`src/rtl/board_irq_pkg.sv`:
```
package board_irq_pkg;
  localparam int DATA_W  = 32;
  localparam int ADDR_W  = 8;
  localparam int NUM_IRQ = 16;
  localparam int NUM_GP  = 10;

  localparam logic [7:0]  OFF_MASK   = 8'hC0;
  localparam logic [7:0]  OFF_SETCLR = 8'hD0;
  localparam logic [31:0] WR_FILTER  = 32'h000F_EEFF;

  // byte offsets of the general-purpose storage words
  function automatic logic [7:0] gp_offset(input int idx);
    case (idx)
      0:       return 8'h10;
      1:       return 8'h14;
      2:       return 8'h40;
      3:       return 8'h60;
      4:       return 8'h80;
      5:       return 8'h84;
      6:       return 8'h88;
      7:       return 8'h90;
      8:       return 8'hE0;
      default: return 8'hE4;
    endcase
  endfunction
endpackage

```
`src/rtl/irq_sync.sv`:
```
module irq_sync #(
  parameter int WIDTH  = 16,
  parameter int STAGES = 2
) (
  input  logic             clk_i,
  input  logic             rst_ni,
  input  logic [WIDTH-1:0] d_i,
  output logic [WIDTH-1:0] q_o
);
  logic [STAGES-1:0][WIDTH-1:0] stage_q;

  always_ff @(posedge clk_i or negedge rst_ni) begin
    if (!rst_ni) begin
      stage_q <= '0;
    end else begin
      stage_q[0] <= d_i;
      for (int s = 1; s < STAGES; s++) stage_q[s] <= stage_q[s-1];
    end
  end

  assign q_o = stage_q[STAGES-1];
endmodule

```
`src/rtl/irq_event.sv`:
```
module irq_event #(
  parameter int NUM_IRQ = 16
) (
  input  logic               clk_i,
  input  logic               rst_ni,
  input  logic [NUM_IRQ-1:0] sync_i,
  input  logic [NUM_IRQ-1:0] enable_i,
  output logic               load_o,
  output logic [NUM_IRQ-1:0] onehot_o,
  output logic               parent_o
);
  logic [NUM_IRQ-1:0] level_q;
  logic [NUM_IRQ-1:0] hit;
  logic               win_level;

  // level vector follows every line, enabled or not
  always_ff @(posedge clk_i or negedge rst_ni) begin
    if (!rst_ni) level_q <= '0;
    else         level_q <= sync_i;
  end

  assign hit       = (sync_i ^ level_q) & enable_i;
  assign onehot_o  = hit & (~hit + NUM_IRQ'(1));  // lowest set bit wins
  assign load_o    = |hit;
  assign win_level = |(sync_i & onehot_o);

  always_ff @(posedge clk_i or negedge rst_ni) begin
    if (!rst_ni)     parent_o <= 1'b0;
    else if (load_o) parent_o <= win_level;
  end
endmodule

```
`src/rtl/irq_reg_bank.sv`:
```
module irq_reg_bank
  import board_irq_pkg::*;
#(
  parameter int          DATA_W    = 32,
  parameter int          ADDR_W    = 8,
  parameter int          NUM_IRQ   = 16,
  parameter logic [31:0] WR_FILTER = 32'h000F_EEFF
) (
  input  logic               clk_i,
  input  logic               rst_ni,
  input  logic [ADDR_W-1:0]  addr_i,
  input  logic [DATA_W-1:0]  wdata_i,
  input  logic               wr_en_i,
  input  logic               rd_en_i,
  input  logic               load_i,
  input  logic [NUM_IRQ-1:0] onehot_i,
  output logic [NUM_IRQ-1:0] mask_o,
  output logic [DATA_W-1:0]  setclr_o,
  output logic [DATA_W-1:0]  rdata_o
);
  localparam logic [ADDR_W-1:0] A_MASK   = ADDR_W'(OFF_MASK);
  localparam logic [ADDR_W-1:0] A_SETCLR = ADDR_W'(OFF_SETCLR);
  localparam logic [DATA_W-1:0] FILT     = DATA_W'(WR_FILTER);

  logic [DATA_W-1:0] gp_view [NUM_GP];
  logic [DATA_W-1:0] mask_q, setclr_q, rd_val;

  for (genvar g = 0; g < NUM_GP; g++) begin : g_gp
    localparam logic [ADDR_W-1:0] OFF = ADDR_W'(gp_offset(g));
    logic [DATA_W-1:0] val_q;
    always_ff @(posedge clk_i or negedge rst_ni) begin
      if (!rst_ni)                       val_q <= '0;
      else if (wr_en_i && addr_i == OFF) val_q <= wdata_i;
    end
    assign gp_view[g] = val_q;
  end

  always_ff @(posedge clk_i or negedge rst_ni) begin
    if (!rst_ni)                          mask_q <= '0;
    else if (wr_en_i && addr_i == A_MASK) mask_q <= wdata_i & FILT;
  end

  // interrupt load takes precedence over a bus write
  always_ff @(posedge clk_i or negedge rst_ni) begin
    if (!rst_ni)                            setclr_q <= '0;
    else if (load_i)                        setclr_q <= DATA_W'(onehot_i);
    else if (wr_en_i && addr_i == A_SETCLR) setclr_q <= wdata_i & FILT;
  end

  always_comb begin
    rd_val = '0;
    for (int i = 0; i < NUM_GP; i++)
      if (addr_i == ADDR_W'(gp_offset(i))) rd_val = gp_view[i];
    if (addr_i == A_MASK)   rd_val = mask_q;
    if (addr_i == A_SETCLR) rd_val = setclr_q;
  end

  always_ff @(posedge clk_i or negedge rst_ni) begin
    if (!rst_ni)      rdata_o <= '0;
    else if (rd_en_i) rdata_o <= rd_val;
  end

  assign mask_o   = mask_q[NUM_IRQ-1:0];
  assign setclr_o = setclr_q;
endmodule

```
`src/rtl/board_irq_bank.sv`:
```
module board_irq_bank #(
  parameter int          DATA_W      = board_irq_pkg::DATA_W,
  parameter int          ADDR_W      = board_irq_pkg::ADDR_W,
  parameter int          NUM_IRQ     = board_irq_pkg::NUM_IRQ,
  parameter int          SYNC_STAGES = 2,
  parameter logic [31:0] WR_FILTER   = board_irq_pkg::WR_FILTER
) (
  input  logic               clk_i,
  input  logic               rst_ni,
  input  logic [ADDR_W-1:0]  addr_i,
  input  logic [DATA_W-1:0]  wdata_i,
  input  logic               wr_en_i,
  input  logic               rd_en_i,
  input  logic [NUM_IRQ-1:0] irq_i,
  output logic [DATA_W-1:0]  rdata_o,
  output logic               parent_irq_o
);
  logic [NUM_IRQ-1:0] irq_sync_w;
  logic [NUM_IRQ-1:0] mask_en;
  logic [NUM_IRQ-1:0] evt_onehot;
  logic               evt_load;
  logic [DATA_W-1:0]  setclr_val;

  irq_sync #(.WIDTH(NUM_IRQ), .STAGES(SYNC_STAGES)) u_sync (
    .clk_i(clk_i), .rst_ni(rst_ni), .d_i(irq_i), .q_o(irq_sync_w)
  );

  irq_event #(.NUM_IRQ(NUM_IRQ)) u_event (
    .clk_i(clk_i), .rst_ni(rst_ni), .sync_i(irq_sync_w), .enable_i(mask_en),
    .load_o(evt_load), .onehot_o(evt_onehot), .parent_o(parent_irq_o)
  );

  irq_reg_bank #(
    .DATA_W(DATA_W), .ADDR_W(ADDR_W), .NUM_IRQ(NUM_IRQ), .WR_FILTER(WR_FILTER)
  ) u_bank (
    .clk_i(clk_i), .rst_ni(rst_ni), .addr_i(addr_i), .wdata_i(wdata_i),
    .wr_en_i(wr_en_i), .rd_en_i(rd_en_i), .load_i(evt_load),
    .onehot_i(evt_onehot), .mask_o(mask_en), .setclr_o(setclr_val),
    .rdata_o(rdata_o)
  );
endmodule

```
`config.mk`:
```
export PLATFORM = sky130hd
export DESIGN_NAME = board_irq_bank
export DESIGN_NICKNAME = d
export VERILOG_FILES = /design/src/rtl/board_irq_pkg.sv /design/src/rtl/irq_sync.sv /design/src/rtl/irq_event.sv /design/src/rtl/irq_reg_bank.sv /design/src/rtl/board_irq_bank.sv
export SDC_FILE = /design/constraint.sdc
export NUM_CORES = 1
export LEC_CHECK = 0
export BUFFER_PORTS_ARGS = -buffer_cell sky130_fd_sc_hd__buf_2
export CORE_UTILIZATION = 30
export DETAILED_ROUTE_END_ITERATION = 10
export GPL_TIMING_DRIVEN = 0
export PLACE_DENSITY_LB_ADDON = 0.12
export SYNTH_ARGS = -nofsm -noshare
export SYNTH_HDL_FRONTEND = slang
export SYNTH_HIERARCHICAL = 1
export SYNTH_SLANG_ARGS = --single-unit
export TNS_END_PERCENT = 5
```
`constraint.sdc`:
```
create_clock -name clk_i -period 7.3 [get_ports clk_i]
set_clock_uncertainty 0.1 [all_clocks]
set_input_delay 1.46 -clock clk_i [delete_from_list [all_inputs] [get_ports clk_i]]
set_output_delay 1.46 -clock clk_i [all_outputs]
set_load 0.01 [all_outputs]
```
=== Yosys cells after proc, flatten, opt, wreduce, memory -nomap -nowiden ===
Cells that the tools add are included.

* Eq/ne operators: 12
* Bitwise logic cells: 5
* $add $sub $neg: 1
* Reduce and logical (&&, ||, !) cells: 15
* Multiplexer cells: 14

{| class="wikitable"
|+ Operators by type and width
! kind !! count
|-
| 32-bit 2-to-1 mux || 14
|-
| 8-bit equality test (second input constant) || 8
|-
| 16-bit bitwise AND || 3
|-
| 16-bit OR reduction || 2
|-
| 16-bit by 1-bit adder with 16-bit output (second input constant) || 1
|-
| 8-bit by 5-bit equality test with 1-bit output (second input constant) || 2
|-
| 8-bit by 7-bit equality test with 1-bit output (second input constant) || 2
|-
| 16-bit inverter || 1
|-
| 16-bit bitwise XOR || 1
|-
| 1-bit logical AND || 12
|-
| 2-bit nonzero test || 1
|}

* Output and inout port bits: 33
* Register bits: 451
* Input port bits: 60
* Word-level logic and storage cells: 64

=== Logic depth before layout (Yosys ltp) ===
* Depth in word-level cells: 13
* Depth in mapped cells: 10
* Gate-level depth less buffers: 8

=== By module ===
The synthesis kept the hierarchy.

{| class="wikitable"
|+ By module, submodules not included
! module !! times used !! area each (µm²) !! seq. area each (µm²) !! cells each
|-
| irq_reg_bank || 1 || 18,575.3 || 9,759.4 || 1,564
|-
| irq_event || 1 || 1,057.3 || 425.4 || 124
|-
| irq_sync || 1 || 920.9 || 800.8 || 48
|}

=== Worst setup path after synthesis ===
No wires, ideal clock.

* Path type: input port to flip-flop
* Start point: input port addr_i[0]
* End point: register u_bank.rdata_o[0]
* Path buffers: 4
* Required time: 7.114 ns
* Path slack: 3.750 ns
* Arrival time: 3.364 ns
* Setup time: 0.086 ns
* Stages on the path: 9
* Cell sequence: buf_2 -> or4_4 -> buf_6 -> or4_1 -> buf_2 -> buf_6 -> o22ai_1 -> a21oi_1 -> o221ai_2

* Cells in the longest elaborated chain, start to end: 13
* Elaborated cells between the ends (all ways): 24
* Classes of those cells: eq/ne (12); mux (12)

{| class="wikitable"
|+ Ends and longest elaborated chain
! element !! RTL line !! source
|-
| from (decl) || board_irq_bank.sv:10 || <nowiki>input logic [ADDR_W-1:0] addr_i,</nowiki>
|-
| 8-bit by 5-bit equality test with 1-bit output || irq_reg_bank.sv:53 || <nowiki>if (addr_i == ADDR_W'(gp_offset(i))) rd_val = gp_view[i];</nowiki>
|-
| 32-bit 2-to-1 mux (10 in series) || irq_reg_bank.sv:53 ||
|-
| 32-bit 2-to-1 mux || irq_reg_bank.sv:54 || <nowiki>if (addr_i == A_MASK) rd_val = mask_q;</nowiki>
|-
| 32-bit 2-to-1 mux * || irq_reg_bank.sv:55 || <nowiki>if (addr_i == A_SETCLR) rd_val = setclr_q;</nowiki>
|-
| to (signal assigned) || irq_reg_bank.sv:60 || <nowiki>else if (rd_en_i) rdata_o <= rd_val;</nowiki>
|-
| to (decl) || irq_reg_bank.sv:19 || <nowiki>output logic [DATA_W-1:0] rdata_o</nowiki>
|}

Every way passes the cells marked *; elsewhere a longest branch is shown, timed or not.
A chain may end at the register's enable or synchronous reset.

=== Worst setup path in the final report ===
* Start point: input port addr_i[5]
* End point: register u_bank.rdata_o[10]

The elaborated chain is that of the path after synthesis.

==> impl_metrics.yaml <==
run_status:
  status: "finished with violations"
  violations: "max-capacitance violations, max-slew violations"
pwr:
  power.density_nw_per_um2: 237
  ir_worst_vdd_mv: 0.164
  power.leakage_uw: 0.0110
cells_and_area:
  fillers: 6735
  final_cell_mix: "dfrtp_1 (439), mux2_2 (365), clkbuf_1 (118), a21oi_1 (96), nand2_1 (86)"
  postLayoutCoreUtil_pct: 35.2
  syn2layout_area_growth_pct: 15.8
  final_area_um2: 23700
  final_common_cell: "dfrtp_1"
  multi_input_area_um2: 8580
  nets: 1920
  regArea_um2: 11000
  drive_gt1_share_pct: 30.8
  fin_cells: 2764
die:
  die_h_um: 263
  rows: 95
  start_util_pct: 30.4
  fp.dieW_um: 263
  die-area_um2: 69300
  core_um2: 67300
  io_pins: 93
setup_path:
  path_delay_family: "buffers and inverters"
  cp.required_ns: 7.72
  worst-path-max-fanout: 10
  path_cells: "buf_2, clkbuf_1, clkbuf_1, nor3b_1, clkbuf_1, a22oi_1, o22ai_1, a21oi_1, o221ai_2"
  critPathLaunchType: "input port"
  cpMostUsedCell: "clkbuf_1"
  path_buf_inv: 4
  path_class: "in -> reg"
  arrival_ns: 5.21
  critPathMaxStageDelay_ns: 1.28
  cp_slowest_cell: "nor3b_1"
  end_kind: "flop"
global_routing:
  grt_pass1_vias: 15243
  antenna_found_initial: 2
  track_usage_pct: 21.8
  grt_remaining_overflow: 0
  grt_pass1_wl_um: 110000
  grt_max_degree: 106
place:
  dpl.cell_count: 2679
  place_hpwl_um: 52700
  placed_area_um2: 22100
  portBuffers: 76
  dp_worst_setup_slack_ns: 2.15
  routabilityCongestion: 0.839
clocking:
  h-tree-depth: 2
  clkTransAtPathRegs_ns: 0.06
  insertion_delay_ns: 0.61
  numCtsBuffers: 52
  cts_root_buf: "clkbuf_16"
  cts_sinks: 439
  post_cts_buffers: 0
  cts_tree: "yes"
  cts_resized: 0
  clockBufferDepth: 3
  cts_hold_buf: 0
synthesis:
  yosysWarnings: 6
  syn_inst: 1724
  syn-cell-area_um2: 20500
  postSynthAreaPerCell_um2: 11.9
flow_run:
  drv_cap: 1
sta:
  fin_ws_ns: 2.52
  period_minus_slack_ns: 4.78
  timing.final.crit_share_pct: 65.5
  hold_slack_ns: 0.247
  rsz0062_at_grt: "false"
  tightest_slew_ns: 1.50
  slew_viol_final: 1
  max_freq_ghz: 0.209
  setup_viol: 0
  hold_viol_final: 0
  slew-limit-headroom_pct: -0.0374
worst_hold_path:
  min-delay-path-class: "reg -> reg"
routing:
  routed_wl_um: 75700
  route.detailed.drc: 0
  avgViaCountPerCell: 5.45
  avgRoutedWirePerCell_um: 27.4
  drtIter0Drc: 1366
  antenna_left: 0
  first_pass_iters: 6
  routed-via-count: 15051
## layer usage
| layer | global-route usage (%) | wire [um] | share of wire [%] |
|---|---|---|---|
| met5 | 0 | 0 | 0 |
| met4 | 5.44 | 1610 | 2.1 |
| met3 | 3.55 | 4200 | 5.6 |
| met2 | 34.2 | 34500 | 46 |
| met1 | 31.1 | 35400 | 47 |
## through the flow
stage                      TNS, ns  total power (uW)
after CTS                        0              5690
final                            0              5610
after global routing             0              5830
after floorplan                  0              2910
after detailed placement         0              3150
after global placement    -1965.66              3130
## final cells by class
cell class	instances	area share [%]
clock inverter	7	0.327
antenna	1	0.0106
sequential	439	46.4
tap	873	4.61
multi-input combinational	1084	36.2
timing repair buffer	81	2.14
clock buffer	77	6.48
inverter	16	0.253
buffer	186	3.61
## state kept, by name, summed over array words and instances (netlist names)
register and count:
u_bank/setclr_o 20, u_bank/rdata_o 32, u_event/level_q 16, u_sync/q_o 16, u_event/parent_o 1, u_bank/mask_q 18, u_sync/stage_q 16, u_bank/g_gp.val_q 320
## worst paths after layout
kind / startpoint / endpoint / slack [ns] / cells past startpoint
max: addr_i[5] / u_bank/rdata_o[10]$_DFFE_PN0P_ / 2.52 / 9
max in group asynchronous: rst_ni / u_bank/rdata_o[27]$_DFFE_PN0P_ / 4.86 / 3
min: u_sync/stage_q[10]$_DFF_PN0_ / u_sync/q_o[10]$_DFF_PN0_ / 0.25 / 0
max reg2reg: u_sync/q_o[6]$_DFF_PN0_ / u_bank/setclr_o[14]$_DFFE_PN0P_ / 3.78 / 9
min reg2reg: u_sync/stage_q[10]$_DFF_PN0_ / u_sync/q_o[10]$_DFF_PN0_ / 0.25 / 0
min in group asynchronous: rst_ni / u_sync/q_o[8]$_DFF_PN0_ / 0.71 / 1
## report_power, final
part / leakage, uW / switching (uW) / internal, uW
Sequential: 0.00593 / 65.0 / 2550
Combinational: 0.00428 / 320 / 174
Clock: 0.000792 / 1030 / 1470
Total: 0.0110 / 1420 / 4200
(Power assumes the default switching activity.)
